$ cat src/rtl/smbclk_pkg.sv
package smbclk_pkg;

  typedef enum logic [2:0] {
    PH_IDLE  = 3'd0,
    PH_ADDR  = 3'd1,
    PH_CMD   = 3'd2,
    PH_COUNT = 3'd3,
    PH_WDATA = 3'd4,
    PH_RDATA = 3'd5
  } phase_t;

  // address byte carries the 7-bit device address above the read flag
  function automatic logic addr_hit(input logic [7:0] b, input logic [6:0] dev);
    return b[7:1] == dev;
  endfunction

  // command bit 7 set: single indexed byte
  function automatic logic cmd_single(input logic [7:0] c);
    return c[7];
  endfunction

  // first register touched by a command
  function automatic logic [6:0] cmd_start(input logic [7:0] c);
    return c[7] ? c[6:0] : 7'd0;
  endfunction

  // block pointer advance, saturating at the top code
  function automatic logic [6:0] ptr_next(input logic [6:0] p);
    return (p == 7'h7F) ? p : p + 7'd1;
  endfunction

endpackage

$ cat src/rtl/smb_line_front.sv
module smb_line_front #(
  parameter int SYNC_STAGES = 2
) (
  input  logic clk,
  input  logic rst_n,
  input  logic scl_i,
  input  logic sda_i,
  output logic scl_rise,
  output logic scl_fall,
  output logic start_ev,
  output logic stop_ev,
  output logic sda_bit
);
  localparam int NS = (SYNC_STAGES < 2) ? 2 : SYNC_STAGES;

  logic [NS-1:0] scl_sh, sda_sh;
  logic scl_q, sda_q;
  logic scl_s, sda_s;

  always_ff @(posedge clk or negedge rst_n) begin
    if (!rst_n) begin
      scl_sh <= '1;
      sda_sh <= '1;
      scl_q  <= 1'b1;
      sda_q  <= 1'b1;
    end else begin
      scl_sh <= {scl_sh[NS-2:0], scl_i};
      sda_sh <= {sda_sh[NS-2:0], sda_i};
      scl_q  <= scl_s;
      sda_q  <= sda_s;
    end
  end

  assign scl_s    = scl_sh[NS-1];
  assign sda_s    = sda_sh[NS-1];
  assign sda_bit  = sda_s;
  assign scl_rise = scl_s & ~scl_q;
  assign scl_fall = ~scl_s & scl_q;
  assign start_ev = scl_s & scl_q & sda_q & ~sda_s;
  assign stop_ev  = scl_s & scl_q & ~sda_q & sda_s;

endmodule

$ cat src/rtl/smb_regbank.sv
module smb_regbank #(
  parameter int          NREG      = 8,
  parameter logic [7:0]  RESET_VAL = 8'hFF
) (
  input  logic              clk,
  input  logic              rst_n,
  input  logic              wr_req,
  input  logic [6:0]        wr_idx,
  input  logic [7:0]        wr_data,
  input  logic [6:0]        rd_idx,
  output logic [7:0]        rd_data,
  output logic [NREG*8-1:0] regs_flat
);
  logic [7:0] mem [NREG];

  for (genvar g = 0; g < NREG; g++) begin : g_reg
    always_ff @(posedge clk or negedge rst_n) begin
      if (!rst_n)
        mem[g] <= RESET_VAL;
      else if (wr_req && wr_idx == 7'(g))
        mem[g] <= wr_data;
    end
    assign regs_flat[g*8 +: 8] = mem[g];
  end

  // indices with no register read as zero
  always_comb begin
    rd_data = 8'h00;
    for (int k = 0; k < NREG; k++)
      if (rd_idx == 7'(k)) rd_data = mem[k];
  end

endmodule

$ cat src/rtl/clkctl_smb_slave.sv
module clkctl_smb_slave
  import smbclk_pkg::*;
#(
  parameter int         NREG        = 8,
  parameter logic [6:0] DEV_ADDR    = 7'h69,
  parameter int         SYNC_STAGES = 2,
  parameter logic [7:0] RESET_VAL   = 8'hFF
) (
  input  logic              clk,
  input  logic              rst_n,
  input  logic              scl_i,
  input  logic              sda_i,
  output logic              sda_oe_o,
  output logic [NREG*8-1:0] clk_en_o
);
  localparam logic [7:0] COUNT_BYTE = 8'(NREG);

  logic scl_rise, scl_fall, start_ev, stop_ev, sda_bit;

  phase_t     phase, nxt;
  logic [3:0] bitcnt;
  logic       in_ack, mack, block_mode, wrote_once, cnt_pend, sda_oe;
  logic [7:0] sh;
  logic [6:0] ptr, idx_base;
  logic [7:0] rd_data, rbyte;

  // events brought out by name for the checker
  logic byte_done, ack_end, addr_done, addr_match, ack_go, wr_req, idle_w;
  logic [6:0] wr_idx;

  smb_line_front #(.SYNC_STAGES(SYNC_STAGES)) u_front (
    .clk(clk), .rst_n(rst_n), .scl_i(scl_i), .sda_i(sda_i),
    .scl_rise(scl_rise), .scl_fall(scl_fall),
    .start_ev(start_ev), .stop_ev(stop_ev), .sda_bit(sda_bit)
  );

  assign idle_w     = (phase == PH_IDLE);
  assign byte_done  = scl_fall && !in_ack && (bitcnt == 4'd8) && !idle_w;
  assign ack_end    = scl_fall && in_ack && !idle_w;
  assign addr_done  = byte_done && (phase == PH_ADDR);
  assign addr_match = addr_hit(sh, DEV_ADDR);
  assign ack_go     = byte_done && (phase != PH_RDATA) && (phase != PH_ADDR || addr_match);
  assign wr_req     = byte_done && (phase == PH_WDATA) && (block_mode || !wrote_once);
  assign wr_idx     = ptr;
  assign rbyte      = cnt_pend ? COUNT_BYTE : rd_data;

  smb_regbank #(.NREG(NREG), .RESET_VAL(RESET_VAL)) u_bank (
    .clk(clk), .rst_n(rst_n),
    .wr_req(wr_req), .wr_idx(wr_idx), .wr_data(sh),
    .rd_idx(ptr), .rd_data(rd_data), .regs_flat(clk_en_o)
  );

  always_ff @(posedge clk or negedge rst_n) begin
    if (!rst_n) begin
      phase      <= PH_IDLE;
      nxt        <= PH_IDLE;
      bitcnt     <= 4'd0;
      in_ack     <= 1'b0;
      mack       <= 1'b0;
      sh         <= 8'h00;
      block_mode <= 1'b1;
      wrote_once <= 1'b0;
      cnt_pend   <= 1'b0;
      ptr        <= 7'd0;
      idx_base   <= 7'd0;
      sda_oe     <= 1'b0;
    end else if (start_ev) begin
      phase  <= PH_ADDR;
      bitcnt <= 4'd0;
      in_ack <= 1'b0;
      sda_oe <= 1'b0;
    end else if (stop_ev) begin
      phase  <= PH_IDLE;
      bitcnt <= 4'd0;
      in_ack <= 1'b0;
      sda_oe <= 1'b0;
    end else if (!idle_w && scl_rise) begin
      if (in_ack) begin
        if (phase == PH_RDATA) mack <= !sda_bit;
      end else if (bitcnt < 4'd8) begin
        bitcnt <= bitcnt + 4'd1;
        if (phase != PH_RDATA) sh <= {sh[6:0], sda_bit};
      end
    end else if (ack_end) begin
      in_ack <= 1'b0;
      bitcnt <= 4'd0;
      if ((phase == PH_RDATA && mack) || (phase != PH_RDATA && nxt == PH_RDATA)) begin
        phase  <= PH_RDATA;
        sh     <= rbyte;
        sda_oe <= ~rbyte[7];
        if (cnt_pend)        cnt_pend <= 1'b0;
        else if (block_mode) ptr <= ptr_next(ptr);
      end else if (phase == PH_RDATA) begin
        phase  <= PH_IDLE;
        sda_oe <= 1'b0;
      end else begin
        phase  <= nxt;
        sda_oe <= 1'b0;
      end
    end else if (byte_done) begin
      if (phase == PH_RDATA) begin
        sda_oe <= 1'b0;
        in_ack <= 1'b1;
        mack   <= 1'b0;
      end else if (phase == PH_ADDR && !addr_match) begin
        phase  <= PH_IDLE;
        sda_oe <= 1'b0;
      end else begin
        sda_oe <= 1'b1;
        in_ack <= 1'b1;
        unique case (phase)
          PH_ADDR: begin
            if (sh[0]) begin
              nxt      <= PH_RDATA;
              cnt_pend <= block_mode;
              ptr      <= block_mode ? 7'd0 : idx_base;
            end else begin
              nxt <= PH_CMD;
            end
          end
          PH_CMD: begin
            block_mode <= !cmd_single(sh);
            ptr        <= cmd_start(sh);
            idx_base   <= cmd_start(sh);
            wrote_once <= 1'b0;
            nxt        <= cmd_single(sh) ? PH_WDATA : PH_COUNT;
          end
          PH_COUNT: nxt <= PH_WDATA;
          default: begin
            nxt <= PH_WDATA;
            if (block_mode) ptr <= ptr_next(ptr);
            else            wrote_once <= 1'b1;
          end
        endcase
      end
    end else if (!idle_w && scl_fall && phase == PH_RDATA && !in_ack && bitcnt != 4'd0) begin
      sh     <= {sh[6:0], 1'b0};
      sda_oe <= ~sh[6];
    end
  end

  assign sda_oe_o = sda_oe;

endmodule

$ cat config.mk
export PLATFORM = sky130hd
export DESIGN_NAME = clkctl_smb_slave
export DESIGN_NICKNAME = d
export VERILOG_FILES = /design/src/rtl/smbclk_pkg.sv /design/src/rtl/smb_line_front.sv /design/src/rtl/smb_regbank.sv /design/src/rtl/clkctl_smb_slave.sv
export SDC_FILE = /design/constraint.sdc
export NUM_CORES = 1
export LEC_CHECK = 0
export BUFFER_PORTS_ARGS = -buffer_cell sky130_fd_sc_hd__buf_2
export CORE_AREA = 3 3 81 159
export CTS_CLUSTER_DIAMETER = 200
export DETAILED_ROUTE_END_ITERATION = 8
export DIE_AREA = 0 0 84 162
export HOLD_SLACK_MARGIN = 0.12
export PLACE_DENSITY = 0.66
export SYNTH_ARGS = -nofsm -noshare
export SYNTH_HDL_FRONTEND = slang
export SYNTH_SLANG_ARGS = --single-unit
$ cat constraint.sdc
create_clock -name clk -period 2.5 [get_ports clk]
set_clock_uncertainty 0.1 [all_clocks]
set_input_delay 0.5 -clock clk [delete_from_list [all_inputs] [get_ports clk]]
set_output_delay 0.5 -clock clk [all_outputs]
set_load 0.005 [all_outputs]
Word-level counts from Yosys, hierarchy flattened --
Cells that the tools add are included.
Operators by class: add/sub/neg operators 2, magnitude comparators 1, equal/unequal tests 36, muxes and demuxes 78, bitwise gates (word level) 20, reductions and logical operators 55
Operators by type and width (number):
- $mux W8 | 17
- $mux W7 | 11
- $mux W3 | 11
- $mux W1 | 30
- $eq A7 B3 Y1 const B | 4
- $mux W4 | 6
- $logic_and A1 B1 Y1 | 23
- $pmux W7 S3 | 1
- $reduce_and A9 Y1 | 2
- $reduce_and A8 Y1 | 2
- $reduce_bool A4 Y1 | 4
- $eq A7 B2 Y1 const B | 2
- $eq A7 B7 Y1 const B | 2
- $ne A2 B2 Y1 const B | 7
- $not A1 Y1 | 13
- $reduce_and A10 Y1 | 1
- $eq A3 B3 Y1 const B | 3
- $ne A3 B3 Y1 const B | 3
- $ne A2 B1 Y1 const B | 4
- $ne A4 B4 Y1 const B | 2
- $reduce_bool A2 Y1 | 4
- $add A7 B1 Y7 const B | 1
- $and A1 B1 Y1 | 7
- $eq A7 B1 Y1 const B | 1
- other kinds (22) | 31
Storage, ports and cells: bits in registers 108, bits of input ports 4, output and inout bits 65, word-level logic and storage cells 216

Longest topological paths before layout --
Gate-level depths: netlist of the first run.
word-level depth 16, mapped depth 10, gate-level depth less buffers 8

Hierarchy --
A second synthesis of the first run with hierarchy kept.
Second synthesis, totals: cell total of the unflattened synthesis 503, area, all modules 5773.0 um^2
By module, submodules not included:
- smb_regbank | times used 1, cells each 236, area an instance 3160.5 um^2, sequential area each 1681.6 um^2
- clkctl_smb_slave | times used 1, cells each 257, area an instance 2422.3 um^2, sequential area each 952.2 um^2
- smb_line_front | times used 1, cells each 10, area an instance 190.2 um^2, sequential area each 157.7 um^2

Least setup slack after synthesis of the first run --
OpenSTA, ideal clock, no wires.
kind flip-flop to flip-flop, from register u_front.scl_q, to register u_bank.mem, in the netlist u_bank.regs_flat[0], library setup time 82 ps, arrival time 2056 ps, data required time 2318 ps, path slack 262 ps, stages on the path, launching flop included 8, path buffers 2, clock period less this slack 2238 ps, cells stage by stage dfstp_2 > nor2b_1 > clkbuf_1 > and3_1 > buf_2 > nand3_4 > nor3_4 > mux2_2
On the way: longest elaborated chain between the ends 7
Ends and longest elaborated chain:
- start: declaration | line smb_line_front.sv:17 | logic scl_q, sda_q;
- start signal: assignment | line smb_line_front.sv:29 | scl_q <= scl_s;
- $and A1 B1 Y1 | line smb_line_front.sv:38 | assign scl_fall = ~scl_s & scl_q;
- $logic_and A1 B1 Y1 (3 in series) | line clkctl_smb_slave.sv:38 | assign byte_done = scl_fall && !in_ack && (bitcnt == 4'd8) && !idle_w;
- $logic_and A1 B1 Y1 (2 in series) | line clkctl_smb_slave.sv:43 | assign wr_req = byte_done && (phase == PH_WDATA) && (block_mode || !wrote_once);
- $logic_and A1 B1 Y1 | line smb_regbank.sv:20 | else if (wr_req && wr_idx == 7'(g))
- end signal: indexed assignment | line smb_regbank.sv:21 | mem[g] <= wr_data;
- end: declaration | line smb_regbank.sv:14 | logic [7:0] mem [NREG];
No other way between the ends. A chain may end at the register's enable or synchronous reset.

Worst setup path in the final report of the first run --
from register ptr[0], to register sh[6]
On the way: longest elaborated chain between the ends 13, elaborated cells between the ends (all ways) 20, those cells by class eq/ne: 7; mux: 12; reduce/logical: 1
Ends and longest elaborated chain:
- start: declaration | line clkctl_smb_slave.sv:24 | logic [6:0] ptr, idx_base;
- start signal: assignment | line clkctl_smb_slave.sv:92 | else if (block_mode) ptr <= ptr_next(ptr);
- start signal: assignment | line clkctl_smb_slave.sv:116 | ptr <= block_mode ? 7'd0 : idx_base;
- start signal: assignment | line clkctl_smb_slave.sv:123 | ptr <= cmd_start(sh);
- $logic_not A7 Y1 | line smb_regbank.sv:30 | if (rd_idx == 7'(k)) rd_data = mem[k];
- $mux W8 (7 in series) | line smb_regbank.sv:30
- $mux W8 * | line smb_regbank.sv:30
- $mux W8 * | line clkctl_smb_slave.sv:45 | assign rbyte = cnt_pend ? COUNT_BYTE : rd_data;
- $mux W8 * | line clkctl_smb_slave.sv:87 | if ((phase == PH_RDATA && mack) || (phase != PH_RDATA && nxt == PH_RDATA)) begin
- $mux W8 * | line clkctl_smb_slave.sv:84 | end else if (ack_end) begin
- $mux W8 * | line clkctl_smb_slave.sv:77 | end else if (!idle_w && scl_rise) begin
- end signal: assignment | line clkctl_smb_slave.sv:82 | if (phase != PH_RDATA) sh <= {sh[6:0], sda_bit};
- end signal: assignment | line clkctl_smb_slave.sv:89 | sh <= rbyte;
- end signal: assignment | line clkctl_smb_slave.sv:137 | sh <= {sh[6:0], 1'b0};
- end: declaration | line clkctl_smb_slave.sv:23 | logic [7:0] sh;
Every way passes the cells marked *; elsewhere a longest branch is shown, timed or not. The select of a mux whose other input is x is not followed.

==> metrics.txt, run 1 <==
status finished, final reports clean; DRC viols 0; Post-Syn Nets 566; fin cells 793; fin crit share 96.7%; FF-to-FF Start ptr[0]; ys flop type dfstp_2; first-pass GRT wire length 26.4 mm; top-area cell type share of the netlist area 32.2%; Final ANT Viol Nets 0; switching share of total power 25.3%; IO Count 69; router iterations before antenna repair 5; H-tree levels 3; initial antenna violation count 0; Die Width between 80 and 90 µm; Pint 2.65 mW; critical path required time 2620 ps; VDD IR max 0.428 mV; WL final 17.1 mm; CP endpoint kind flip-flop; Hold Crit Start sda_i; CTS tree yes; Setup crit start ptr[0]; Post-synth EDFFs 0; ratio of cells with drive above 1 in the final layout 44.6%; area of the core about 0.012 mm²; clk slew on worst S/H paths 80 ps; final net count 653; Final setup viols 0; sequential element share of the synthesized area 48.2%; placed cell count 774; Period minus WS final around 2400 ps; largest net degree at the start of global routing 48; leakage 3.08 nW; Netlist Area Pre-Place 0.00579 mm²; Row Count 56; Die Span Y 162 µm; post-synthesis cell type count 68; Syn Inst Count between 500 and 600; main combinational cell family by area after synthesis compound AO/OA/AOI/OAI gates; Flop pwr share 51.1%; DR iter-0 viols 237; critical path startpoint category flip-flop; Worst Max-Slew Pin Slew 540 ps; Worst slew margin a little under two thirds; Yosys warning total 0; area grow syn2layout 18.3%; fraction of registers with async set/reset 100%; Worst Path Arrival 2540 ps; Synth Area in Adders approximately 1.3%; mux contribution to synthesized area 13.5%; max-slew violations 0; total power draw 3.55 mW; Inserted Clock Buffers 9; Synth Area in Compound Gates 16.6%; Clk Latency, worst-skew pair roughly 350 ps; Crit Path Category reg -> reg; Synth Area in Simple Gates 16.3%; worst hold path class in -> reg; post-synthesis register bit count 108; PwrDens 519 mW/mm²; fmax about 410 MHz; NetSw 0.900 mW; Clock Path Buffers 2; Comb pwr share 8.2%; Clk pwr share 40.7%; number of inserted diodes 0; XOR/XNOR Fraction of Synth Area 0.303%; PortBufs 68; clock sink total roughly 110; fillers 1037; vias per cell between 6 and 7; Placer Congestion 0.941; vias in the first global route 5012; Starting Density 48.9%; Final HPWL DP about 13 mm; Max Cap Viol 0; DIE AREA 0.0136 mm²; Root Buffer Master clkbuf_16; total number of vias 4909; wire length per cell 21.5 µm; total track usage 25.0%; gr ovfl total 0; total negative slack 0 ps; largest area contributor in the netlist dfstp_2; critical path peak fanout 12; final hold violation count 0; synth top area cells dfstp_2, dfrtp_1, mux2_2; RSZ-0062 raised after global routing false; Mean Syn Cell Area 10.4 µm²
==> cell families (layout without fill, tap and decap cells) <==
kind of cell,Yosys count,count (layout)
flops,108,108
xor+xnor,2,2
fa+ha+maj,6,6
mux,70,70
simple gates,175,175
buf+inv,49,141
compound gates,146,146
==> power groups by stage <==
stage                     combinational [mW]  clock (mW)  sequential [mW]
after floorplan                        0.151           0             1.84
after global placement                 0.283           0             1.84
after detailed placement               0.289           0             1.84
after CTS                              0.291        1.47             1.81
after global routing                   0.322        1.55             1.82
final                                  0.290        1.45             1.81
==> synth_stat cells, drive strengths merged, types with 6 or more instances <==
master,count
a22o,6
o21ai,44
dfrtp,37
and3,12
clkbuf,24
mux2,65
o31ai,8
dfstp,71
o22ai,11
nor2,39
nor3,10
nand3,15
nand2b,6
nand2,56
a22oi,18
buf,13
and2,8
ha,6
a21oi,26
inv,12
==> final timing paths <==
check | cells past startpoint | end | slack, ps
max | 9 | sh[6] | 80
min | 1 | u_front.sda_sh[0] | 140
max reg2reg | 9 | sh[6] | 80
min reg2reg | 0 | u_front.scl_sh[1] | 260
max in group asynchronous | 3 | u_bank.regs_flat[45] | 1010
min in group asynchronous | 2 | phase[2] | 560
==> critical path: stages (launching register included) <==
cell and delay (ps):
dfrtp_1 450, inv_1 100, ha_1 200, nor3b_2 160, buf_4 160, and3_1 320, a22oi_1 240, o21ai_0 130
a31oi_1 290, o21ai_0 140
==> through the flow <==
step / util [%] / setup slack (ps) / hold slack (ps) / instance area, µm²
after floorplan: - / 262 / 104 / 5790
after CTS: 57.3 / 27.5 / 138 / 6780
after detailed placement: 54.6 / 21.0 / 250 / 6460
after global routing: 57.8 / 6.00 / 128 / 6850
final: 57.8 / 81.7 / 142 / 6850
after global placement: 54.6 / 11.1 / 247 / 6460
==> routing by layer <==
| layer | wire length, µm | up-vias | global-route usage, % |
|---|---|---|---|
| li1 | - | 2198 | - |
| met1 | 5600 | 2424 | 24.4 |
| met2 | 9240 | 197 | 45.9 |
| met3 | 775 | 90 | 3.15 |
| met4 | 1450 | 0 | 20.2 |
| met5 | 0 | - | 0 |
==> what timing repair did <==
action | CTS | global route
pin swaps | 0 | 2
buffers inserted | 0 | 2
hold endpoints to repair | 20 | 0
hold buffers | 1 | 0
endpoints found under the setup margin | 2 | 45
resized for setup | 1 | 7
==> area by class of cell <==
cell class              instances  area [µm²]  share of cell area, %
clock buffers                  11         253                   3.69
clock inverters                 5        51.3                  0.749
inverters                      12        45.0                  0.658
multi-input cells             399        2800                   40.9
flip-flops and latches        108        2790                   40.8
well taps                     145         181                   2.65
repair buffers                113         721                   10.5
==> state kept, by name (all words and copies together) (netlist names) <==
name / flops
u_bank.regs_flat: 64
sh: 8
idx_base: 7
ptr: 7
bitcnt: 4
nxt: 3
phase: 3
u_front.scl_sh: 2
u_front.sda_sh: 2
block_mode: 1
cnt_pend: 1
in_ack: 1
mack: 1
sda_oe_o: 1
u_front.scl_q: 1
u_front.sda_q: 1
wrote_once: 1
==> placed cells by master (no fill, tap or decap), drive strengths merged, types with 4 or more instances in the layout <==
cell type / count
inv: 16
and2: 8
nor3: 10
buf: 112
dfstp: 71
clkbuf: 11
ha: 6
mux2: 65
nor4: 4
nor2b: 5
a21o: 5
o21a: 4
dfrtp: 37
o31ai: 8
nor2: 39
o22ai: 11
or3: 4
a22oi: 18
a22o: 6
nand2b: 6
mux2i: 5
nand2: 56
a21oi: 26
o21ai: 44
and3: 12
nand3: 15
Power figures use the tool's default switching activity.
==> inputs of run 2 (changes only) <==
ABC_AREA = 1   (was unset)
CAP_MARGIN = 20   (was unset)
CORE_AREA = 3 3 78 154   (was 3 3 81 159)
DIE_AREA = 0 0 81 157   (was 0 0 84 162)
HOLD_SLACK_MARGIN = 0.1   (was 0.12)
PLACE_DENSITY = 0.67   (was 0.66)
==> run 2 against run 1 <==
Against the previous run:
- fmax increased by 6.2%
- clock power decreased by 6%
- sequential share of layout area increased by 3.2 points
- count of clock-buffer cells in the layout decreased by 1
- power increased by 17%
- wire length decreased by 8.0%
- critical path type unchanged
==> metrics.txt, run 2 <==
status finished, final reports clean (unchanged); final worst slack 223 ps (was 81.7 ps); grt met3 use 4.47% (was 3.15%); Mean Syn Cell Area 7.93 µm² (was 10.4 µm²); pre-CTS setup slack 199 ps (was 21.0 ps); Worst Path Arrival 2430 ps (was 2540 ps); fin crit share 91.1% (was 96.7%); DR iter-0 viols 310 (was 237); most frequent cell after synthesis nand2_1 (was dfstp_2); Clk pwr share 32.8% (was 40.7%); H-tree levels 3 (unchanged); met2 Use GR 46.5% (was 45.9%); Final HPWL DP 11.8 mm (was 12.7 mm); Die Width 81 µm (was 84 µm); GRT busiest layer met2 (unchanged); NetSw 1.42 mW (was 0.900 mW); IO Count 69 (unchanged); Worst slew margin 69.3% (was 63.6%); total number of vias 4925 (was 4909); ratio of cells with drive above 1 in the final layout 25.2% (was 44.6%); Flop pwr share 47.0% (was 51.1%); Final Instance Area 0.00635 mm² (was 0.00685 mm²); ys flop type dfstp_2 (unchanged); Crit Path Category reg -> reg (unchanged); area grow syn2layout 17.2% (was 18.3%); most common cell after layout, fill and taps aside nand2_1 (was dfstp_2); Post-synth EDFFs 0 (unchanged); PortBufs 68 (unchanged); Final ANT Viol Nets 0 (unchanged); Row Count 54 (was 56); Inserted Clock Buffers 9 (unchanged); largest area contributor in the netlist dfstp_2 (unchanged); PwrDens 655 mW/mm² (was 519 mW/mm²); switching share of total power 34.2% (was 25.3%); CP top delay family simple AND/OR/NAND/NOR gates (was compound AO/OA/AOI/OAI gates); total track usage 25.9% (was 25.0%); Die Span Y 157 µm (was 162 µm); critical path required time 2650 ps (was 2620 ps); max reg flops 64 (unchanged); DIE AREA 0.0127 mm² (was 0.0136 mm²); worst path bufs/invs 1 (was 2); commonest cells after routing, fill and taps aside nand2_1, o21ai_0, dfstp_2, inv_1, buf_2 (was dfstp_2, buf_2, mux2_2, nand2_1, o21ai_0); Max Cap Viol 0 (unchanged); post-synthesis register bit count 108 (unchanged); synth top area cells dfstp_2, dfrtp_1, nand2_1 (was dfstp_2, dfrtp_1, mux2_2); final net count 779 (was 653); CTS tree yes (unchanged); critical path startpoint category flip-flop (unchanged); first-pass GRT wire length 24.8 mm (was 26.4 mm); final hold violation count 0 (unchanged); max-slew violations 0 (unchanged); clock sink total 108 (unchanged); Placer Congestion 0.935 (was 0.941); wire length per cell 17.2 µm (was 21.5 µm); Final setup viols 0 (unchanged); CP endpoint kind flip-flop (unchanged); DP Area 0.00605 mm² (was 0.00646 mm²); fmax 439 MHz (was 414 MHz); most frequent CP cell nand2_1 (was o21ai_0); post-synthesis cell type count 33 (was 68); number of inserted diodes 0 (unchanged); Max stage delay on crit path 540 ps (was 450 ps); Worst Max-Slew Pin Slew 460 ps (was 540 ps); Root Buffer Master clkbuf_16 (unchanged); Starting Density 49.5% (was 48.9%); router iterations before antenna repair 5 (unchanged); RSZ-0062 raised after global routing true (was false); CP Cell Sequence inv_1, nor2_1, nand2_1, nor2_1, nand2_1, a211oi_4, nand2_1, o21ai_0 (was inv_1, ha_1, nor3b_2, buf_4, and3_1, a22oi_1, o21ai_0, a31oi_1, o21ai_0); worst hold path class in -> reg (unchanged); total setup buffers inserted after CTS 0 (unchanged); GRT met1 Usage 27.6% (was 24.4%); Syn Inst Count 684 (was 556); largest net degree at the start of global routing 37 (was 48); vias in the first global route 4851 (was 5012); clk slew on worst S/H paths 80 ps (about the same); total power draw 4.16 mW (was 3.55 mW); Pint 2.74 mW (was 2.65 mW); vias per cell 5.39 (was 6.19); Clock Path Buffers 2 (unchanged); gr ovfl total 0 (unchanged); initial antenna violation count 0 (unchanged); VDD IR max 0.424 mV (was 0.428 mV); top-area cell type share of the netlist area 34.4% (was 32.2%); slowest CP cell dfstp_2 (was dfrtp_1); WL final 15.7 mm (was 17.1 mm); critical path peak fanout 16 (was 12); Period minus WS final 2280 ps (was 2420 ps); fraction of registers with async set/reset 100% (unchanged); Yosys warning total 0 (unchanged); leakage 2.97 nW (was 3.08 nW); Clk Latency, worst-skew pair 350 ps (about the same); Synth top cells by count nand2_1, o21ai_0, dfstp_2 (was dfstp_2, mux2_2, nand2_1); Netlist Area Pre-Place 0.00542 mm² (was 0.00579 mm²); DRC viols 0 (unchanged); Comb pwr share 20.2% (was 8.2%); Post-Syn Nets 694 (was 566); sequential element share of the synthesized area 51.5% (was 48.2%); area of the core 0.0109 mm² (was 0.0118 mm²)
[run 2: cell types whose count changed after synthesis, sizes merged, moves of 8 or more]
cell / previous run / this run
and2: 8 / 0
nand2: 56 / 202
clkbuf: 24 / 8
o22ai: 11 / 3
inv: 12 / 69
mux2: 65 / 0
a22oi: 18 / 0
and3: 12 / 0
a21oi: 26 / 60
nand3: 15 / 47
o21ai: 44 / 95
[run 2: repair_timing]
item                                    4_1_cts  5_1_grt
endpoints found under the setup margin        0       10
gates resized for setup                       0        4
endpoints found under the hold margin        24        0
hold buffers                                  1        0
[run 2: power groups by stage]
stage | registers (mW) | logic (mW) | clock network (mW)
global route | 1.97 | 0.928 | 1.46
finish | 1.96 | 0.840 | 1.36
global placement | 1.98 | 0.810 | 0
detailed placement | 1.98 | 0.830 | 0
CTS | 1.95 | 0.833 | 1.39
floorplan | 1.95 | 0.436 | 0
[run 2: path summary, 6_finish.rpt]
check	slack, ps	depth (start not counted)	endpoint	start
max	220	8	u_bank.regs_flat[29]	u_front.scl_q
min	140	1	u_front.scl_sh[0]	scl_i
max reg2reg	220	8	u_bank.regs_flat[29]	u_front.scl_q
min reg2reg	260	0	u_front.sda_sh[1]	u_front.sda_sh[0]
max in group asynchronous	1060	3	u_bank.regs_flat[50]	rst_n
min in group asynchronous	530	2	nxt[2]	rst_n
[run 2: final cells by class]
cell class,instances,area (µm²)
clock buffer,10,229
tap,140,175
multi-input combinational,487,2300
sequential,108,2790
timing repair buffer,94,553
clock inverter,6,48.8
inverter,69,259
fill,1040,4590
[run 2: kinds of logic (layout without fill, tap and decap cells)]
group	Yosys count	in the layout	synth area share (%)
AO/OA/AOI/OAI	171	171	16.8
AND/OR/NAND/NOR	308	308	23.6
adder cells (fa/ha/maj)	6	6	1.38
buffers and inverters	89	179	6.44
flip-flops	108	108	51.5
XOR/XNOR	2	2	0.323
[run 2: routing by layer]
metal	vias to the layer above	wire, µm
met5	-	0
met4	0	896
met1	2308	5580
li1	2408	-
met3	59	599
met2	150	8620
[run 2: stage by stage]
step / cells / TNS (ps) / hold WS, ps / utilization (%)
detailed placement: 897 / 0 / 249 / 55.3
global placement: 897 / 0 / 252 / 55.3
floorplan: 684 / 0 / 104 / -
global route: 914 / -72.7 / 132 / 58.0
finish: 914 / 0 / 138 / 58.0
CTS: 914 / 0 / 132 / 57.9
==> inputs of run 3 (changes only) <==
TNS_END_PERCENT = 10   (was unset)
clock period = 2.86 ns   (was 2.5 ns; I/O delays follow)
==> run 3 against run 2 <==
Against the previous run:
- core utilization decreased by 1.1 points
- sequential share of layout area is 0.82 points higher
- first-iteration DRC count rose by 4.2%
- via count is essentially flat
- critical path depth grew 3
- non-clock buffer count is 14 lower
- final area fell by 1.8%
- sequential power fell by 12%
- critical path type unchanged
- highest routed layer unchanged
==> metrics.txt, run 3 (synthesis results as in run 2) <==
fin crit share 90.3% (was 91.1%); clk slew on worst S/H paths 80 ps (about the same); final worst slack 276 ps (was 223 ps); first-pass GRT wire length 25.6 mm (was 24.8 mm); Final HPWL DP 12.0 mm (was 11.8 mm); area grow syn2layout 15.0% (was 17.2%); fin cells 900 (was 914); Worst Path Arrival 2720 ps (was 2430 ps); Crit Path Category reg -> reg (unchanged); most common cell after layout, fill and taps aside nand2_1 (unchanged); critical path required time 3000 ps (was 2650 ps); commonest cells after routing, fill and taps aside nand2_1, o21ai_0, dfstp_2, inv_1, buf_2 (unchanged); DRC viols 0 (unchanged); Inserted Clock Buffers 9 (unchanged); Die Span Y 157 µm (unchanged); final hold violation count 0 (unchanged); total setup buffers inserted after CTS 0 (unchanged); reg2reg end sh[7] (was u_bank.regs_flat[29]); R2R Setup Slk 280 ps (was 220 ps); Worst slew margin 61.6% (was 69.3%); CP endpoint kind flip-flop (unchanged); max reg flops 64 (unchanged); total number of vias 4926 (was 4925); RSZ-0062 raised after global routing false (was true); Period minus WS final 2580 ps (was 2280 ps); vias in the first global route 4927 (was 4851); critical path startpoint category flip-flop (unchanged); WL final 16.1 mm (was 15.7 mm); Starting Density 49.5% (unchanged); Clock Path Buffers 2 (unchanged); DR iter-0 viols 323 (was 310); total track usage 26.9% (was 25.9%); leakage 2.91 nW (was 2.97 nW); DIE AREA 0.0127 mm² (unchanged); gr ovfl total 0 (unchanged); pre-CTS setup slack 278 ps (was 199 ps); total negative slack 0 ps (unchanged); worst hold path class in -> async (was in -> reg); router iterations before antenna repair 5 (unchanged); critical path peak fanout 16 (unchanged); CTS Hold Bufs 0 (was 1); number of inserted diodes 0 (unchanged); max-slew violations 0 (unchanged); CTS tree yes (unchanged); initial antenna violation count 0 (unchanged); Clk Latency, worst-skew pair 360 ps (was 350 ps); clock sink total 108 (unchanged); final net count 765 (was 779); fmax 387 MHz (was 439 MHz); R2R cell count 11 (was 8); fillers 1054 (was 1040); PortBufs 68 (unchanged); Row Count 54 (unchanged); Root Buffer Master clkbuf_16 (unchanged); ratio of cells with drive above 1 in the final layout 23.7% (was 25.2%); Worst Max-Slew Pin Slew 575 ps (was 460 ps); Final setup viols 0 (unchanged); PwrDens 583 mW/mm² (was 655 mW/mm²); H-tree levels 3 (unchanged); placed cell count 884 (was 897); post_cts resized 0 (unchanged); Placer Congestion 0.896 (was 0.935); Max Cap Viol 0 (unchanged); vias per cell 5.47 (was 5.39); largest net degree at the start of global routing 65 (was 37); FF-to-FF Start ptr[4] (was u_front.scl_q); status finished, final reports clean (unchanged); area of the core 0.0109 mm² (unchanged); Final ANT Viol Nets 0 (unchanged); wire length per cell 17.9 µm (was 17.2 µm); VDD IR max 0.371 mV (was 0.424 mV); Die Width 81 µm (unchanged); IO Count 69 (unchanged)
==> run 3: cell count changes in the layout (fill, tap and decap cells not counted) <==
| cell | previous run | this run |
|---|---|---|
| nor2_1 | 35 | 38 |
| nor2_2 | 5 | 2 |
| nand3_2 | 1 | 2 |
| dlygate4sd3_1 | 1 | 0 |
| clkinvlp_4 | 1 | 0 |
| clkinv_1 | 1 | 0 |
| inv_4 | 0 | 1 |
| inv_8 | 1 | 0 |
| inv_6 | 1 | 2 |
| buf_4 | 25 | 12 |
| clkbuf_8 | 0 | 1 |
| nand3_4 | 1 | 0 |
==> run 3: layer usage <==
layer  up-vias  routed length, µm  global-route usage, %
li1       2382                  -                      -
met1      2335               5760                   28.6
met2       160               9020                   49.4
met3        49                604                   3.44
met4         0                733                   15.1
met5         -                  0                      0
==> run 3: layout make-up <==
cell class | count | area [µm²] | share of cell area (%)
Clock buffer | 11 | 243 | 3.89
Multi-Input combinational cell | 487 | 2280 | 36.6
Tap cell | 140 | 175 | 2.81
Timing Repair Buffer | 80 | 445 | 7.14
Clock inverter | 5 | 41.3 | 0.662
Sequential cell | 108 | 2790 | 44.8
Inverter | 69 | 259 | 4.15
==> run 3: metrics by stage <==
step / total power [mW] / hold WS (ps) / area (µm²) / util (%)
floorplan: 2.08 / 176 / 5420 / -
global placement: 2.43 / 252 / 5950 / 54.4
detailed placement: 2.44 / 252 / 5950 / 54.4
CTS: 3.65 / 121 / 6240 / 57.0
global route: 3.78 / 143 / 6240 / 57.0
finish: 3.63 / 102 / 6240 / 57.0
==> run 3: power by group <==
group	internal (mW)	switching, mW	total (mW)
clock	0.626	0.593	1.22
combinational	0.141	0.545	0.686
sequential	1.62	0.112	1.73
==> run 3: critical path: stages (launching register included) <==
cell	delay, ps
dfrtp_1	450
nor2_1	180
nand2_2	140
inv_1	210
nand3_1	410
or2_2	430
nand3_1	140
nand3_1	100
nand2_1	80
nand2_1	60
nand2_1	80
a21oi_1	60
==> run 3: how the worst max path moves through the flow <==
stage,start,endpoint,slack (ps),cells after the start
5_1_grt,ptr[4],sh[7],30,11
3_3_place_gp,sh[7],ptr[0],290,11
4_1_cts,sh[7],ptr[5],280,12
6_report,ptr[4],sh[7],280,11
2_1_floorplan,u_front.scl_q,u_bank.regs_flat[19],900,9
3_5_place_dp,sh[7],ptr[5],280,12
